## src/rtl/dpf_pkg.sv

```systemverilog
package dpf_pkg;
    localparam int CODE_W = 12;
    localparam int WORD_W = 16;
    localparam int NCH    = 2;

    typedef logic [CODE_W-1:0] code_t;

    typedef struct packed {
        code_t code;
        code_t stage;
        logic  full;
        logic  conv;
        logic  eevt;
        logic  eoc;
    } chan_regs_t;
endpackage

```

## src/rtl/dpf_edge.sv

```systemverilog
module dpf_edge (
    input  logic clk,
    input  logic rst_n,
    input  logic evt_i,
    input  logic fall_i,
    output logic trig_o
);
    logic prev_d, prev_q;

    always_comb begin
        prev_d = evt_i;
        trig_o = fall_i ? (prev_q & ~evt_i) : (evt_i & ~prev_q);
    end

    always_ff @(posedge clk or negedge rst_n) begin
        if (!rst_n) prev_q <= 1'b0;
        else        prev_q <= prev_d;
    end
endmodule

```

## src/rtl/dpf_chan.sv

```systemverilog
module dpf_chan
    import dpf_pkg::*;
#(
    parameter int CONV_CYCLES = 16,
    localparam int CNT_W = $clog2(CONV_CYCLES + 1)
) (
    input  logic              clk,
    input  logic              rst_n,
    input  logic              left_adj_i,
    input  logic              wr_dir_i,
    input  logic              wr_buf_i,
    input  logic [WORD_W-1:0] wr_data_i,
    input  logic              trig_i,
    input  logic              evt_en_i,
    input  logic              go_i,
    output logic              start_req_o,
    output logic              promote_o,
    output logic              underrun_o,
    output code_t             code_o,
    output logic              conv_o,
    output logic              eevt_o,
    output logic              busy_o,
    output logic              eoc_o
);
    chan_regs_t r_d, r_q;
    logic [CNT_W-1:0] cnt_d, cnt_q;
    code_t fmt;

    always_comb begin
        fmt         = left_adj_i ? wr_data_i[WORD_W-1 -: CODE_W] : wr_data_i[CODE_W-1:0];
        promote_o   = trig_i & r_q.full;
        underrun_o  = trig_i & ~r_q.full;
        start_req_o = promote_o | wr_dir_i;

        r_d = r_q;
        if (promote_o)     r_d.code = r_q.stage;
        else if (wr_dir_i) r_d.code = fmt;
        if (wr_buf_i)       begin r_d.stage = fmt; r_d.full = 1'b1; end
        else if (promote_o) r_d.full = 1'b0;
        r_d.conv = go_i;
        r_d.eevt = promote_o & evt_en_i;

        if (go_i)              cnt_d = CNT_W'(CONV_CYCLES);
        else if (cnt_q != '0)  cnt_d = cnt_q - 1'b1;
        else                   cnt_d = cnt_q;

        if (go_i)                       r_d.eoc = 1'b0;
        else if (cnt_q == CNT_W'(1))    r_d.eoc = 1'b1;

        code_o = r_q.code;
        conv_o = r_q.conv;
        eevt_o = r_q.eevt;
        eoc_o  = r_q.eoc;
        busy_o = (cnt_q != '0);
    end

    always_ff @(posedge clk or negedge rst_n) begin
        if (!rst_n) begin
            r_q   <= '0;
            cnt_q <= '0;
        end else begin
            r_q   <= r_d;
            cnt_q <= cnt_d;
        end
    end
endmodule

```

## src/rtl/dac_pair_front.sv

```systemverilog
module dac_pair_front
    import dpf_pkg::*;
#(
    parameter int CONV_CYCLES = 16
) (
    input  logic        clk,
    input  logic        rst_n,
    input  logic        wr_valid_i,
    input  logic        wr_chan_i,
    input  logic        wr_buffered_i,
    input  logic [15:0] wr_data_i,
    input  logic [1:0]  left_adj_i,
    input  logic [1:0]  fall_edge_i,
    input  logic [1:0]  empty_evt_en_i,
    input  logic        diff_mode_i,
    input  logic [1:0]  start_evt_i,
    input  logic [3:0]  status_clr_i,
    output logic [11:0] code0_o,
    output logic [11:0] code1_o,
    output logic [1:0]  conv_start_o,
    output logic [1:0]  empty_evt_o,
    output logic [1:0]  busy_o,
    output logic [1:0]  eoc_o,
    output logic [3:0]  status_o
);
    logic [NCH-1:0] raw_trig, trig, start_req, go, promote, underrun;
    code_t          code [NCH];
    logic [3:0]     stat_d, stat_q;

    always_comb begin
        trig[0] = raw_trig[0];
        trig[1] = diff_mode_i ? raw_trig[0] : raw_trig[1];
        for (int i = 0; i < NCH; i++)
            go[i] = diff_mode_i ? (|start_req) : start_req[i];
    end

    for (genvar g = 0; g < NCH; g++) begin : g_ch
        logic hit;
        assign hit = wr_valid_i && (wr_chan_i == 1'(g));

        dpf_edge u_edge (
            .clk    (clk),
            .rst_n  (rst_n),
            .evt_i  (start_evt_i[g]),
            .fall_i (fall_edge_i[g]),
            .trig_o (raw_trig[g])
        );

        dpf_chan #(.CONV_CYCLES(CONV_CYCLES)) u_chan (
            .clk         (clk),
            .rst_n       (rst_n),
            .left_adj_i  (left_adj_i[g]),
            .wr_dir_i    (hit && !wr_buffered_i),
            .wr_buf_i    (hit && wr_buffered_i),
            .wr_data_i   (wr_data_i),
            .trig_i      (trig[g]),
            .evt_en_i    (empty_evt_en_i[g]),
            .go_i        (go[g]),
            .start_req_o (start_req[g]),
            .promote_o   (promote[g]),
            .underrun_o  (underrun[g]),
            .code_o      (code[g]),
            .conv_o      (conv_start_o[g]),
            .eevt_o      (empty_evt_o[g]),
            .busy_o      (busy_o[g]),
            .eoc_o       (eoc_o[g])
        );
    end

    always_comb begin
        stat_d   = (stat_q & ~status_clr_i) | {underrun, promote};
        status_o = stat_q;
        code0_o  = code[0];
        code1_o  = code[1];
    end

    always_ff @(posedge clk or negedge rst_n) begin
        if (!rst_n) stat_q <= '0;
        else        stat_q <= stat_d;
    end
endmodule

```

## config.mk

```make
export PLATFORM = sky130hd
export DESIGN_NAME = dac_pair_front
export DESIGN_NICKNAME = d
export VERILOG_FILES = /design/src/rtl/dpf_pkg.sv /design/src/rtl/dpf_edge.sv /design/src/rtl/dpf_chan.sv /design/src/rtl/dac_pair_front.sv
export SDC_FILE = /design/constraint.sdc
export NUM_CORES = 1
export LEC_CHECK = 0
export BUFFER_PORTS_ARGS = -buffer_cell sky130_fd_sc_hd__buf_2
export CAP_MARGIN = 20
export CORE_MARGIN = 2
export CORE_UTILIZATION = 50
export CTS_CLUSTER_SIZE = 14
export DETAILED_ROUTE_END_ITERATION = 10
export GPL_ROUTABILITY_DRIVEN = 1
export PLACE_DENSITY = 0.76
export SYNTH_ARGS = -nofsm -noshare
export SYNTH_HDL_FRONTEND = slang
export SYNTH_SLANG_ARGS = --single-unit
```

## constraint.sdc

```tcl
create_clock -name clk -period 1.6 [get_ports clk]
set_input_delay 0.16 -clock clk [delete_from_list [all_inputs] [get_ports clk]]
set_output_delay 0.16 -clock clk [all_outputs]
set_load 0.1 [all_outputs]
```

**Word level (Yosys, flattened, before mapping)**

Index checks and enable logic that the tools add are counted.

- Add/sub/neg operators: 2
- Equality and inequality tests: 2
- Multiplexer cells: 23
- Bitwise gates (word level): 22
- Reductions and logical operators: 18

Operator list:

| kind | count |
|---|---|
| two-way mux 12 bit | 6 |
| two-way mux 5 bit | 4 |
| nonzero test 2 bit | 8 |
| two-way mux 1 bit | 13 |
| AND 1 bit | 10 |
| equality test 5 x 1 -> 1 bit, second input constant | 2 |
| nonzero test 5 bit | 2 |
| subtractor 5 x 1 -> 5 bit, second input constant | 2 |
| NOT 1 bit | 7 |
| logical AND 1 bit | 6 |
| AND 4 bit | 1 |
| NOT 4 bit | 1 |
| bitwise OR 4 bit | 1 |
| bitwise OR 1 bit | 2 |
| OR reduction 2 bit | 1 |
| logical NOT 1 bit | 1 |

- Register bits: 72
- Input port bits: 34
- Output and inout port bits: 36

**Logic depth before layout (Yosys ltp)**

Gate-level depths: netlist (run 1).

- Word-level depth: 9
- Depth in mapped cells: 6
- Depth with buffers taken out: 6

**Modules after synthesis**

A second synthesis (run 1) with hierarchy kept.

- Cells, all modules: 340
- Area, all modules: 3508.4 sq um

By module, submodules not included:

| module | times used | cells an instance | area an instance (sq um) | sequential area each (sq um) |
|---|---|---|---|---|
| dpf_chan | 2 | 156 | 1602.8 | 825.8 |
| dac_pair_front | 1 | 20 | 207.7 | 100.1 |
| dpf_edge | 2 | 4 | 47.5 | 25.0 |

**Least setup slack after synthesis (run 1)**

OpenSTA, ideal clock, no wires.

- Path kind: register -> register
- Start: register g_ch[0].u_edge.prev_q
- End: register g_ch[1].u_chan.r_q (netlist bit g_ch[1].u_chan.code_o[10])
- Library setup time: 0.079 ns
- Arrival: 1.440 ns
- Required time: 1.521 ns
- Path slack: 0.081 ns
- Stages on the path, launching flop included: 6
- Clock period less this slack: 1.519 ns
- Cells stage by stage: dfrtp_1 -> and3b_1 -> or3b_4 -> o211ai_4 -> buf_12 -> mux2i_1

- Word-level cells in the longest chain between the ends: 6

RTL lines:

| item | line | source |
|---|---|---|
| start, declared | dpf_edge.sv:8 | `logic prev_d, prev_q;` |
| start signal, assigned | dpf_edge.sv:17 | `else prev_q <= prev_d;` |
| NOT 1 bit | dpf_edge.sv:12 | `trig_o = fall_i ? (prev_q & ~evt_i) : (evt_i & ~prev_q);` |
| AND 1 bit | dpf_edge.sv:12 |  |
| two-way mux 1 bit * | dpf_edge.sv:12 |  |
| two-way mux 1 bit * | dac_pair_front.sv:32 | `trig[1] = diff_mode_i ? raw_trig[0] : raw_trig[1];` |
| AND 1 bit * | dpf_chan.sv:31 | `promote_o = trig_i & r_q.full;` |
| two-way mux 12 bit / nonzero test 2 bit (equally long branches) | n/a |  |
| end signal, assigned | dpf_chan.sv:62 | `r_q <= r_d;` |
| end, declared | dpf_chan.sv:25 | `chan_regs_t r_d, r_q;` |

Every way passes the cells marked *; elsewhere a longest branch is shown, timed or not.
A chain may end at the register's enable or synchronous reset.

**Worst setup path after layout (run 1)**

- Start: register g_ch[0].u_chan.cnt_q[1]
- End: output busy_o[0]

- Word-level cells in the longest chain between the ends: 1

RTL lines:

| item | line | source |
|---|---|---|
| start, declared | dpf_chan.sv:26 | `logic [CNT_W-1:0] cnt_d, cnt_q;` |
| start signal, assigned | dpf_chan.sv:63 | `cnt_q <= cnt_d;` |
| nonzero test 5 bit | dpf_chan.sv:54 | `busy_o = (cnt_q != '0);` |
| end, declared | dac_pair_front.sv:22 | `output logic [1:0] busy_o,` |

No other way between the ends.

==> flow_summary.html, run 1 <==
<table>
<tr><th>Metric</th><th>Value</th></tr>
<tr><th colspan="2">Status</th></tr>
<tr><td>Status</td><td>complete, but fails checks</td></tr>
<tr><td>Failing checks</td><td>setup timing</td></tr>
<tr><th colspan="2">STA</th></tr>
<tr><td>Time the worst path needs with I/O delays and setup</td><td>1620 ps</td></tr>
<tr><td>Transition time at the pin with the least slew margin</td><td>603 ps</td></tr>
<tr><td>Final Cycle Share</td><td>101%</td></tr>
<tr><td>RSZ-0062 raised after global routing</td><td>true</td></tr>
<tr><td>Fmax</td><td>0.617 GHz</td></tr>
<tr><td>Number of pins exceeding their max-slew limit in the final report</td><td>0</td></tr>
<tr><td>Final Skew</td><td>7.49 ps</td></tr>
<tr><td>Tightest slew margin relative to the limit</td><td>59.8%</td></tr>
<tr><td>Final setup slack of the worst path</td><td>-20.0 ps</td></tr>
<tr><td>Count of final hold-check violations</td><td>0</td></tr>
<tr><td>Final setup violation count</td><td>1</td></tr>
<tr><td>Setup Total Neg Slack</td><td>-20.0 ps</td></tr>
<tr><th colspan="2">Finish</th></tr>
<tr><td>Number of inserted filler cells in the final layout</td><td>543</td></tr>
<tr><td>Area overhead of the layout relative to synthesis</td><td>22.4%</td></tr>
<tr><td>Area of the multi-input gates</td><td>1490 µm²</td></tr>
<tr><td>Proportion of layout cells with a drive suffix above 1</td><td>29.7%</td></tr>
<tr><td>Sequential cell area in the final layout</td><td>1800 µm²</td></tr>
<tr><td>Number of nets at the end of the flow</td><td>471</td></tr>
<tr><td>Diode insertion count for antenna repair</td><td>0</td></tr>
<tr><th colspan="2">Power</th></tr>
<tr><td>Final total power</td><td>7.63 mW</td></tr>
<tr><td>Worst-case vdd ir drop</td><td>0.942 mV</td></tr>
<tr><td>Pwr/cell area</td><td>1730 nW/µm²</td></tr>
<tr><td>Leakage dissipation</td><td>2.21 nW</td></tr>
<tr><th colspan="2">Global routing</th></tr>
<tr><td>Vias in the first global route</td><td>2747</td></tr>
<tr><td>Antenna violations before repair</td><td>0</td></tr>
<tr><td>Wire length of the first global-routing pass</td><td>12800 µm</td></tr>
<tr><td>Pin count of the biggest net entering global routing</td><td>30</td></tr>
<tr><td>Grt total ovfl</td><td>0</td></tr>
<tr><td>Overall routing resource usage</td><td>21.3%</td></tr>
<tr><th colspan="2">Setup path</th></tr>
<tr><td>Worst stage delay on the critical path</td><td>400 ps</td></tr>
<tr><td>Worst reg-to-reg setup slack</td><td>10 ps</td></tr>
<tr><td>Depth of the worst register-to-register path</td><td>5</td></tr>
<tr><td>Critical R2R Launch</td><td>g_ch[0].u_edge.prev_q</td></tr>
<tr><td>Endpoint of the worst register-to-register path</td><td>g_ch[1].u_chan.code_o[5]</td></tr>
<tr><td>Type of destination of the critical path</td><td>output port</td></tr>
<tr><td>Type of element launching the critical path</td><td>flop</td></tr>
<tr><td>Cell seen most often among critical-path stages</td><td>sky130_fd_sc_hd__inv_2</td></tr>
<tr><td>CP required</td><td>1440 ps</td></tr>
<tr><td>Critical Path AT</td><td>1460 ps</td></tr>
<tr><td>Ordered list of cells on the worst path</td><td>inv_2, ha_4, nor4b_4, inv_2, buf_12</td></tr>
<tr><td>Maximum fanout along the worst path</td><td>3</td></tr>
<tr><td>Cell type of the slowest stage on the worst timing path</td><td>sky130_fd_sc_hd__dfrtp_1</td></tr>
<tr><td>Type of the setup path with the least slack</td><td>flop to output port</td></tr>
<tr><th colspan="2">Floorplan</th></tr>
<tr><td>Site Rows</td><td>30</td></tr>
<tr><td>Overall die height</td><td>88.8 µm</td></tr>
<tr><td>Starting utilization of the core area</td><td>52.3%</td></tr>
<tr><td>Die boundary width</td><td>88.8 µm</td></tr>
<tr><td>Standard cell core area</td><td>6870 µm²</td></tr>
<tr><td>Die area</td><td>7890 µm²</td></tr>
<tr><td>I/O pin count</td><td>70</td></tr>
<tr><th colspan="2">Hold path</th></tr>
<tr><td>Hold Crit Endpoint</td><td>g_ch[0].u_chan.eevt_o</td></tr>
<tr><td>Hold Path Depth</td><td>2</td></tr>
<tr><td>Worst min path class</td><td>primary input to flop</td></tr>
<tr><td>Start point of the worst hold path</td><td>empty_evt_en_i[0]</td></tr>
<tr><th colspan="2">Placed design</th></tr>
<tr><td>Worst setup slack before clock tree synthesis</td><td>-9.72 ps</td></tr>
<tr><td>IO buf count</td><td>69</td></tr>
<tr><td>RD Place Congestion</td><td>0.784</td></tr>
<tr><td>DPL Wire Length</td><td>5300 µm</td></tr>
<tr><th colspan="2">Detailed routing</th></tr>
<tr><td>Vias per cell</td><td>5.20</td></tr>
<tr><td>Wire length after detailed routing</td><td>7750 µm</td></tr>
<tr><td>Total vias in the final route</td><td>2772</td></tr>
<tr><td>Antenna Violating Nets Remaining</td><td>0</td></tr>
<tr><td>Drt pass-1 iters</td><td>4</td></tr>
<tr><td>Routed length per placed instance</td><td>14.5 µm</td></tr>
<tr><td>DRT iter0 DRCs</td><td>134</td></tr>
<tr><td>DRC violations left</td><td>0</td></tr>
<tr><th colspan="2">Synth</th></tr>
<tr><td>Most used flip-flop cell after synthesis</td><td>sky130_fd_sc_hd__dfrtp_1</td></tr>
<tr><td>Post-synth ARST share</td><td>100%</td></tr>
<tr><td>Number of flops mapped to enable cells by yosys</td><td>0</td></tr>
<tr><td>Average cell area after synthesis</td><td>9.72 µm²</td></tr>
<tr><td>Post-synthesis cell type count</td><td>37</td></tr>
<tr><td>Post-synthesis instance area</td><td>3600 µm²</td></tr>
<tr><td>Synthesized Nets</td><td>408</td></tr>
<tr><td>Share of synthesized area occupied by flip-flops and latches</td><td>50.1%</td></tr>
<tr><td>Synthesis warning total</td><td>0</td></tr>
<tr><td>Syn Inst Count</td><td>370</td></tr>
<tr><td>Yosys reg bits</td><td>72</td></tr>
<tr><th colspan="2">Clocking</th></tr>
<tr><td>Clock Tree Buf Depth</td><td>2</td></tr>
<tr><td>Clock-pin slew reported for the worst setup and hold paths after clock tree synthesis</td><td>80 ps</td></tr>
<tr><td>Num CTS Buffers</td><td>9</td></tr>
<tr><td>Count of clock tree sinks</td><td>72</td></tr>
<tr><td>H-tree depth</td><td>3</td></tr>
<tr><td>Clock root buffer</td><td>sky130_fd_sc_hd__clkbuf_8</td></tr>
<tr><td>CTS tree</td><td>done</td></tr>
<tr><td>Worst-skew pair later-pin latency</td><td>340 ps</td></tr>
<tr><th colspan="2">Job</th></tr>
<tr><td>Count of maximum capacitance violations</td><td>0</td></tr>
</table>
synth_stat cells, types with 2 or more instances:
cell type | n | area share (%)
sky130_fd_sc_hd__a21o_1 | 2 | 0.42
sky130_fd_sc_hd__inv_1 | 24 | 2.5
sky130_fd_sc_hd__a31oi_1 | 2 | 0.35
sky130_fd_sc_hd__o21ai_0 | 51 | 7.1
sky130_fd_sc_hd__o22ai_1 | 2 | 0.35
sky130_fd_sc_hd__buf_4 | 32 | 6.7
sky130_fd_sc_hd__nor3b_1 | 2 | 0.42
sky130_fd_sc_hd__ha_1 | 4 | 1.4
sky130_fd_sc_hd__a21oi_1 | 17 | 2.4
sky130_fd_sc_hd__nor2_1 | 22 | 2.3
sky130_fd_sc_hd__clkbuf_1 | 10 | 1.0
sky130_fd_sc_hd__nor2b_1 | 2 | 0.35
sky130_fd_sc_hd__mux2i_1 | 37 | 10
sky130_fd_sc_hd__nand2_1 | 53 | 5.5
sky130_fd_sc_hd__nand3b_1 | 4 | 0.84
sky130_fd_sc_hd__a21bo_2 | 2 | 0.56
sky130_fd_sc_hd__o21ai_1 | 2 | 0.28
sky130_fd_sc_hd__dfrtp_1 | 72 | 50
sky130_fd_sc_hd__buf_2 | 4 | 0.56
sky130_fd_sc_hd__nor4_1 | 5 | 0.87
sky130_fd_sc_hd__xnor2_1 | 2 | 0.49
sky130_fd_sc_hd__or3_1 | 3 | 0.52
sky130_fd_sc_hd__a211oi_1 | 2 | 0.42
placed cells by master, fill, tap and decap left out, types with 3 or more instances in the layout:
master | synthesis | routed
sky130_fd_sc_hd__buf_2 | 4 | 67
sky130_fd_sc_hd__nor4_1 | 5 | 4
sky130_fd_sc_hd__buf_12 | 1 | 6
sky130_fd_sc_hd__inv_2 | 0 | 5
sky130_fd_sc_hd__a21oi_1 | 17 | 17
sky130_fd_sc_hd__buf_4 | 32 | 18
sky130_fd_sc_hd__dfrtp_1 | 72 | 72
sky130_fd_sc_hd__o21ai_0 | 51 | 51
sky130_fd_sc_hd__nor2_1 | 22 | 22
sky130_fd_sc_hd__inv_1 | 24 | 19
sky130_fd_sc_hd__mux2i_1 | 37 | 36
sky130_fd_sc_hd__dlygate4sd3_1 | 0 | 6
sky130_fd_sc_hd__nand3b_1 | 4 | 4
sky130_fd_sc_hd__clkbuf_8 | 0 | 10
sky130_fd_sc_hd__or3_1 | 3 | 3
sky130_fd_sc_hd__nand2_1 | 53 | 52
registers in the layout, summed over array words and instances, names as in the netlist:
| register | count |
|---|---|
| g_ch.u_chan.eevt_o | 2 |
| g_ch.u_chan.cnt_q | 10 |
| g_ch.u_chan.r_q | 26 |
| g_ch.u_edge.prev_q | 2 |
| status_o | 4 |
| g_ch.u_chan.eoc_o | 2 |
| g_ch.u_chan.conv_o | 2 |
| g_ch.u_chan.code_o | 24 |
critical path, delay by kind of cell (launching register included):
family / cells / cell delay (ps)
adders and majority gates: 1 / 140
buffers and inverters: 3 / 340
DFF: 1 / 400
and+or+nand+nor: 1 / 240
how the worst max path moves through the flow:
stage	startpoint	slack, ps	to
global route	g_ch[0].u_chan.cnt_q[1]	-90	busy_o[0]
global placement	g_ch[0].u_edge.prev_q	50	status_o[1]
finish	g_ch[0].u_chan.cnt_q[1]	-20	busy_o[0]
CTS	g_ch[0].u_chan.cnt_q[0]	-40	busy_o[0]
detailed placement	g_ch[0].u_edge.prev_q	-10	g_ch[1].u_chan.code_o[10]
floorplan	g_ch[0].u_edge.prev_q	80	g_ch[1].u_chan.code_o[10]
routing by layer:
layer  GRT usage [%]  wire length [µm]  part of all wire [%]
met1            26.9              3430                    44
met5               0                 0                     0
met2            35.0              3820                    49
met4            5.51                97                   1.3
met3            7.46               407                   5.2
repair_timing:
| item | in CTS | in global routing |
|---|---|---|
| setup endpoints to repair | 10 | 22 |
| gates cloned | 0 | 1 |
| pin swaps | 3 | 7 |
| endpoints found under the hold margin | 27 | 0 |
| hold buffers | 6 | 0 |
| resized for setup | 17 | 10 |
| setup buffers | 6 | 3 |
final cells by class:
class / instances / area share (%)
flip-flops and latches: 72 / 40.9
multi-input cells: 227 / 33.7
repair buffers: 99 / 15.6
clock buffers: 10 / 3.13
well taps: 96 / 2.73
inverters: 24 / 2.05
clock inverters: 5 / 1.85
where the power goes:
group	switching, mW	internal (mW)	total, mW
logic	2.54	0.937	3.47
registers	0.303	2.26	2.57
clock network	0.678	0.912	1.59
total	3.52	4.11	7.63
metrics by stage:
step | hold slack [ps] | util [%] | cells | area [µm²]
floorplan | -136 | - | 370 | 3600
finish | 14.6 | 64.1 | 533 | 4400
CTS | 5.06 | 62.7 | 529 | 4310
global placement | 197 | 56.9 | 502 | 3910
detailed placement | 199 | 56.9 | 502 | 3910
global route | 19.1 | 64.1 | 533 | 4400
kinds of logic after synthesis:
kind of cell    share of synthesized area [%]
xor+xnor                                0.487
fa+ha+maj                                1.39
simple gates                             13.1
mux                                      10.3
buf+inv                                  11.3
compound gates                           13.3
flops                                    50.1
No activity file was read; power rests on OpenSTA's default activity.
==> run 2: changes to the inputs <==
--- a/config.mk
+++ b/config.mk
@@ -5,6 +5,7 @@
 export SDC_FILE = /design/constraint.sdc
 export NUM_CORES = 1
 export LEC_CHECK = 0
+export ABC_AREA = 1
 export BUFFER_PORTS_ARGS = -buffer_cell sky130_fd_sc_hd__buf_2
 export CAP_MARGIN = 20
 export CORE_MARGIN = 2
==> run 2 against run 1 <==
  * The run now ends clean
  * Area after synthesis increased by 5.0%
  * Clock skew about the same
  * Clock-buffer cell count increased by 3
  * Cell count increased by 13%
  * Setup slack improved by 94 ps
  * Utilization decreased by 5.1 points
  * Clock power decreased by 21%
  * Combinational power increased by 7.5%
  * Synthesized cell count increased by 21%
  * Worst hold slack improved by 120 ps
  * Critical path depth decreased by 1
  * Power decreased by 1.4%
  * Largest cell class unchanged
  * Highest routed layer unchanged
==> flow_summary.html, run 2 <==
<table>
<tr><th>Metric</th><th>Value</th></tr>
<tr><th colspan="2">Global routing</th></tr>
<tr><td>Overall routing resource usage</td><td>20.1% (-1.2 points)</td></tr>
<tr><td>Vias in the first global route</td><td>2903 (+5.7%)</td></tr>
<tr><td>Wire length of the first global-routing pass</td><td>13200 µm (+3.1%)</td></tr>
<tr><td>Antenna violations before repair</td><td>0 (unchanged)</td></tr>
<tr><td>Grt total ovfl</td><td>0 (unchanged)</td></tr>
<tr><td>Pin count of the biggest net entering global routing</td><td>73 (+140%)</td></tr>
<tr><th colspan="2">Synth</th></tr>
<tr><td>Synthesized Nets</td><td>487 (+19%)</td></tr>
<tr><td>Top cell type's share of synthesized area</td><td>47.7% (-2.4 points)</td></tr>
<tr><td>Share of synthesized area occupied by flip-flops and latches</td><td>47.7% (-2.4 points)</td></tr>
<tr><td>Post-synthesis cell type count</td><td>32 (-14%)</td></tr>
<tr><td>Syn Inst Count</td><td>449 (+21%)</td></tr>
<tr><td>Top cell type by total area after synthesis</td><td>sky130_fd_sc_hd__dfrtp_1</td></tr>
<tr><td>Synthesis warning total</td><td>0 (unchanged)</td></tr>
<tr><td>Average cell area after synthesis</td><td>8.41 µm² (-13%)</td></tr>
<tr><td>Yosys reg bits</td><td>72 (unchanged)</td></tr>
<tr><td>Ranking of synthesized cells by instance count</td><td>108 x sky130_fd_sc_hd__nand2_1, 72 x sky130_fd_sc_hd__dfrtp_1, 50 x sky130_fd_sc_hd__o21ai_0</td></tr>
<tr><td>Top cells by area, synth</td><td>sky130_fd_sc_hd__dfrtp_1 48%, sky130_fd_sc_hd__nand2_1 11%, sky130_fd_sc_hd__o21ai_0 6.6%</td></tr>
<tr><td>Most frequent cell after synthesis</td><td>sky130_fd_sc_hd__nand2_1</td></tr>
<tr><td>Post-synthesis instance area</td><td>3770 µm² (+5.0%)</td></tr>
<tr><td>Post-synth ARST share</td><td>100% (unchanged)</td></tr>
<tr><td>Most used flip-flop cell after synthesis</td><td>sky130_fd_sc_hd__dfrtp_1</td></tr>
<tr><td>Number of flops mapped to enable cells by yosys</td><td>0 (unchanged)</td></tr>
<tr><th colspan="2">Setup path</th></tr>
<tr><td>Ordered list of cells on the worst path</td><td>inv_1, ha_4, nand3_4, buf_12</td></tr>
<tr><td>Type of destination of the critical path</td><td>output port</td></tr>
<tr><td>Type of element launching the critical path</td><td>flop</td></tr>
<tr><td>Worst stage delay on the critical path</td><td>360 ps (-40 ps)</td></tr>
<tr><td>Type of the setup path with the least slack</td><td>flop to output port</td></tr>
<tr><td>Critical Path AT</td><td>1370 ps (-90 ps)</td></tr>
<tr><td>Category of cells accounting for the largest share of critical-path delay</td><td>flip-flops</td></tr>
<tr><td>CP required</td><td>1440 ps (about the same)</td></tr>
<tr><td>Crit path buffers/inverters</td><td>2 (-1)</td></tr>
<tr><td>Maximum fanout along the worst path</td><td>5 (+2)</td></tr>
<tr><td>Cell type of the slowest stage on the worst timing path</td><td>sky130_fd_sc_hd__dfrtp_1</td></tr>
<tr><th colspan="2">Detailed routing</th></tr>
<tr><td>DRC violations left</td><td>0 (unchanged)</td></tr>
<tr><td>DRT iter0 DRCs</td><td>147 (+9.7%)</td></tr>
<tr><td>Drt pass-1 iters</td><td>4 (unchanged)</td></tr>
<tr><td>Vias per cell</td><td>4.96 (-4.6%)</td></tr>
<tr><td>Antenna Violating Nets Remaining</td><td>0 (unchanged)</td></tr>
<tr><td>Total vias in the final route</td><td>2986 (+7.7%)</td></tr>
<tr><td>Wire length after detailed routing</td><td>7670 µm (-1.1%)</td></tr>
<tr><td>Routed length per placed instance</td><td>12.7 µm (-12%)</td></tr>
<tr><th colspan="2">STA</th></tr>
<tr><td>Tightest slew margin relative to the limit</td><td>66.9% (+7.1 points)</td></tr>
<tr><td>Final Skew</td><td>7.02 ps (-0.475 ps)</td></tr>
<tr><td>Transition time at the pin with the least slew margin</td><td>500 ps (-103 ps)</td></tr>
<tr><td>Setup Total Neg Slack</td><td>0 ps (+20.0 ps)</td></tr>
<tr><td>Final setup slack of the worst path</td><td>74.2 ps (+94.2 ps)</td></tr>
<tr><td>Number of pins exceeding their max-slew limit in the final report</td><td>0 (unchanged)</td></tr>
<tr><td>Fmax</td><td>0.655 GHz (+6.2%)</td></tr>
<tr><td>Final Cycle Share</td><td>95.4% (-5.9 points)</td></tr>
<tr><td>RSZ-0062 raised after global routing</td><td>false</td></tr>
<tr><td>Final setup violation count</td><td>0 (-1)</td></tr>
<tr><td>Time the worst path needs with I/O delays and setup</td><td>1530 ps (-94.2 ps)</td></tr>
<tr><td>Worst hold slack</td><td>132 ps (+118 ps)</td></tr>
<tr><td>Count of final hold-check violations</td><td>0 (unchanged)</td></tr>
<tr><th colspan="2">Hold path</th></tr>
<tr><td>Worst min path class</td><td>primary input to flop</td></tr>
<tr><th colspan="2">Placed design</th></tr>
<tr><td>RD Place Congestion</td><td>0.798 (+1.8%)</td></tr>
<tr><td>Worst setup slack before clock tree synthesis</td><td>136 ps (+145 ps)</td></tr>
<tr><td>Placed Instance Area</td><td>3980 µm² (+1.9%)</td></tr>
<tr><td>DPL Wire Length</td><td>5250 µm (-0.82%)</td></tr>
<tr><td>Number of placed instances, taps included</td><td>575 (+15%)</td></tr>
<tr><td>IO buf count</td><td>69 (unchanged)</td></tr>
<tr><th colspan="2">Floorplan</th></tr>
<tr><td>Overall die height</td><td>90.9 µm (+2.3%)</td></tr>
<tr><td>Starting utilization of the core area</td><td>51.8% (-0.58 points)</td></tr>
<tr><td>Site Rows</td><td>31 (+3.3%)</td></tr>
<tr><td>Standard cell core area</td><td>7290 µm² (+6.2%)</td></tr>
<tr><td>Die area</td><td>8260 µm² (+4.8%)</td></tr>
<tr><td>I/O pin count</td><td>70 (unchanged)</td></tr>
<tr><td>Die boundary width</td><td>90.9 µm (+2.3%)</td></tr>
<tr><th colspan="2">Power</th></tr>
<tr><td>Switching share of power</td><td>50.3% (+4.3 points)</td></tr>
<tr><td>Switching pwr</td><td>3.79 mW (+7.7%)</td></tr>
<tr><td>Final total power</td><td>7.52 mW (-1.4%)</td></tr>
<tr><td>Pwr/cell area</td><td>1750 nW/µm² (+0.88%)</td></tr>
<tr><td>Seq pwr share</td><td>33.8% (+0.2 points)</td></tr>
<tr><td>Share of power burned in combinational logic</td><td>49.6% (+4.1 points)</td></tr>
<tr><td>Worst-case vdd ir drop</td><td>1.13 mV (+20%)</td></tr>
<tr><td>Part of the total power dissipated in the clock network</td><td>16.6% (-4.2 points)</td></tr>
<tr><td>P_int</td><td>3.73 mW (-9.2%)</td></tr>
<tr><td>Leakage dissipation</td><td>2.27 nW (+2.6%)</td></tr>
<tr><th colspan="2">Finish</th></tr>
<tr><td>Max FFs per register</td><td>26 (unchanged)</td></tr>
<tr><td>Area overhead of the layout relative to synthesis</td><td>14.0%</td></tr>
<tr><td>Proportion of layout cells with a drive suffix above 1</td><td>28.0% (-1.7 points)</td></tr>
<tr><td>Number of nets at the end of the flow</td><td>536 (+14%)</td></tr>
<tr><td>Diode insertion count for antenna repair</td><td>0 (unchanged)</td></tr>
<tr><td>Register containing the most flip-flops in the final layout</td><td>g_ch.u_chan.r_q</td></tr>
<tr><td>Leading cell type in the layout, fill and taps excluded</td><td>sky130_fd_sc_hd__nand2_1</td></tr>
<tr><td>Final cell count without fillers</td><td>602 (+13%)</td></tr>
<tr><td>Number of inserted filler cells in the final layout</td><td>696 (+28%)</td></tr>
<tr><td>Sequential cell area in the final layout</td><td>1800 µm² (unchanged)</td></tr>
<tr><td>Finished layout cell area</td><td>4300 µm² (-2.3%)</td></tr>
<tr><td>Most used cells in the layout excluding fill and tap cells</td><td>108 x sky130_fd_sc_hd__nand2_1, 72 x sky130_fd_sc_hd__dfrtp_1, 67 x sky130_fd_sc_hd__buf_2, 50 x sky130_fd_sc_hd__o21ai_0</td></tr>
<tr><td>Area of the multi-input gates</td><td>1480 µm² (about the same)</td></tr>
<tr><td>End-of-flow core utilization</td><td>59.0% (-5.1 points)</td></tr>
<tr><th colspan="2">Clocking</th></tr>
<tr><td>CTS tree</td><td>done</td></tr>
<tr><td>Worst-skew pair later-pin latency</td><td>340 ps (about the same)</td></tr>
<tr><td>Count of clock tree sinks</td><td>72 (unchanged)</td></tr>
<tr><td>Clock Tree Buf Depth</td><td>2 (unchanged)</td></tr>
<tr><td>Clock root buffer</td><td>sky130_fd_sc_hd__clkbuf_8</td></tr>
<tr><td>Num CTS Buffers</td><td>9 (unchanged)</td></tr>
<tr><td>H-tree depth</td><td>3 (unchanged)</td></tr>
<tr><td>Clock-pin slew reported for the worst setup and hold paths after clock tree synthesis</td><td>70 ps (about the same)</td></tr>
<tr><th colspan="2">Job</th></tr>
<tr><td>Count of maximum capacitance violations</td><td>0 (unchanged)</td></tr>
<tr><th colspan="2">Status</th></tr>
<tr><td>Status</td><td>completed</td></tr>
</table>
[run 2: final cells by class]
type                       instances  share of cell area [%]
clock buffer                      13                    3.46
clock inverter                     3                   0.407
inverter                          42                    3.93
multi-input combinational        285                    34.5
sequential                        72                    41.9
tap                               99                    2.88
timing repair buffer              87                    12.8
timing repair inverter             1                   0.175
[run 2: kinds of logic after synthesis]
kind of cell	after synthesis	share of synthesized area, %
AO/OA/AOI/OAI	59	8.15
XOR/XNOR	3	0.696
adder cells (fa/ha/maj)	4	1.33
buffers and inverters	92	14.1
flip-flops	72	47.7
multiplexers	2	0.530
AND/OR/NAND/NOR	217	27.5
[run 2: worst reg2reg max path: cells and delay by family (launching register included)]
kind,cells,cell delay (ps)
and+or+nand+nor,6,800
DFF,1,390
buffers and inverters,1,80
[run 2: timing repair]
| item | in CTS | in global routing |
|---|---|---|
| hold endpoints to repair | 79 | 1 |
| hold buffers | 8 | 1 |
| cloned | 0 | 1 |
| setup endpoints to repair | 2 | 22 |
| resized for setup | 8 | 6 |
| setup buffers | 2 | 0 |
[run 2: path summary, 6_finish.rpt]
path / depth (start not counted) / endpoint / slack, ps / from
setup reg to reg: 7 / g_ch[1].u_chan.cnt_q[4] / 220 / g_ch[0].u_edge.prev_q
hold reg to reg: 2 / g_ch[0].u_chan.code_o[11] / 480 / g_ch[0].u_chan.code_o[11]
hold / removal: 3 / g_ch[0].u_chan.cnt_q[4] / 130 / diff_mode_i
setup / recovery: 4 / busy_o[1] / 70 / g_ch[1].u_chan.cnt_q[1]
max in group asynchronous: 3 / g_ch[0].u_chan.r_q[7] / 910 / rst_n
min in group asynchronous: 3 / g_ch[0].u_chan.eoc_o / 360 / rst_n
[run 2: power groups by stage]
stage	sequential [mW]	combinational [mW]	clock [mW]
finish	2.54	3.73	1.25
global route	2.60	3.99	1.37
CTS	2.54	3.72	1.30
detailed placement	2.57	3.58	0
global placement	2.56	3.52	0
floorplan	2.66	3.22	0
[run 2: per-layer routing]
layer  vias up  track usage (%)  routed length, µm
met5         -                0                  0
met4         0             6.31                152
met3        13             6.59                437
met2        83             31.3               3570
met1      1400             26.6               3510
li1       1490                -                  -
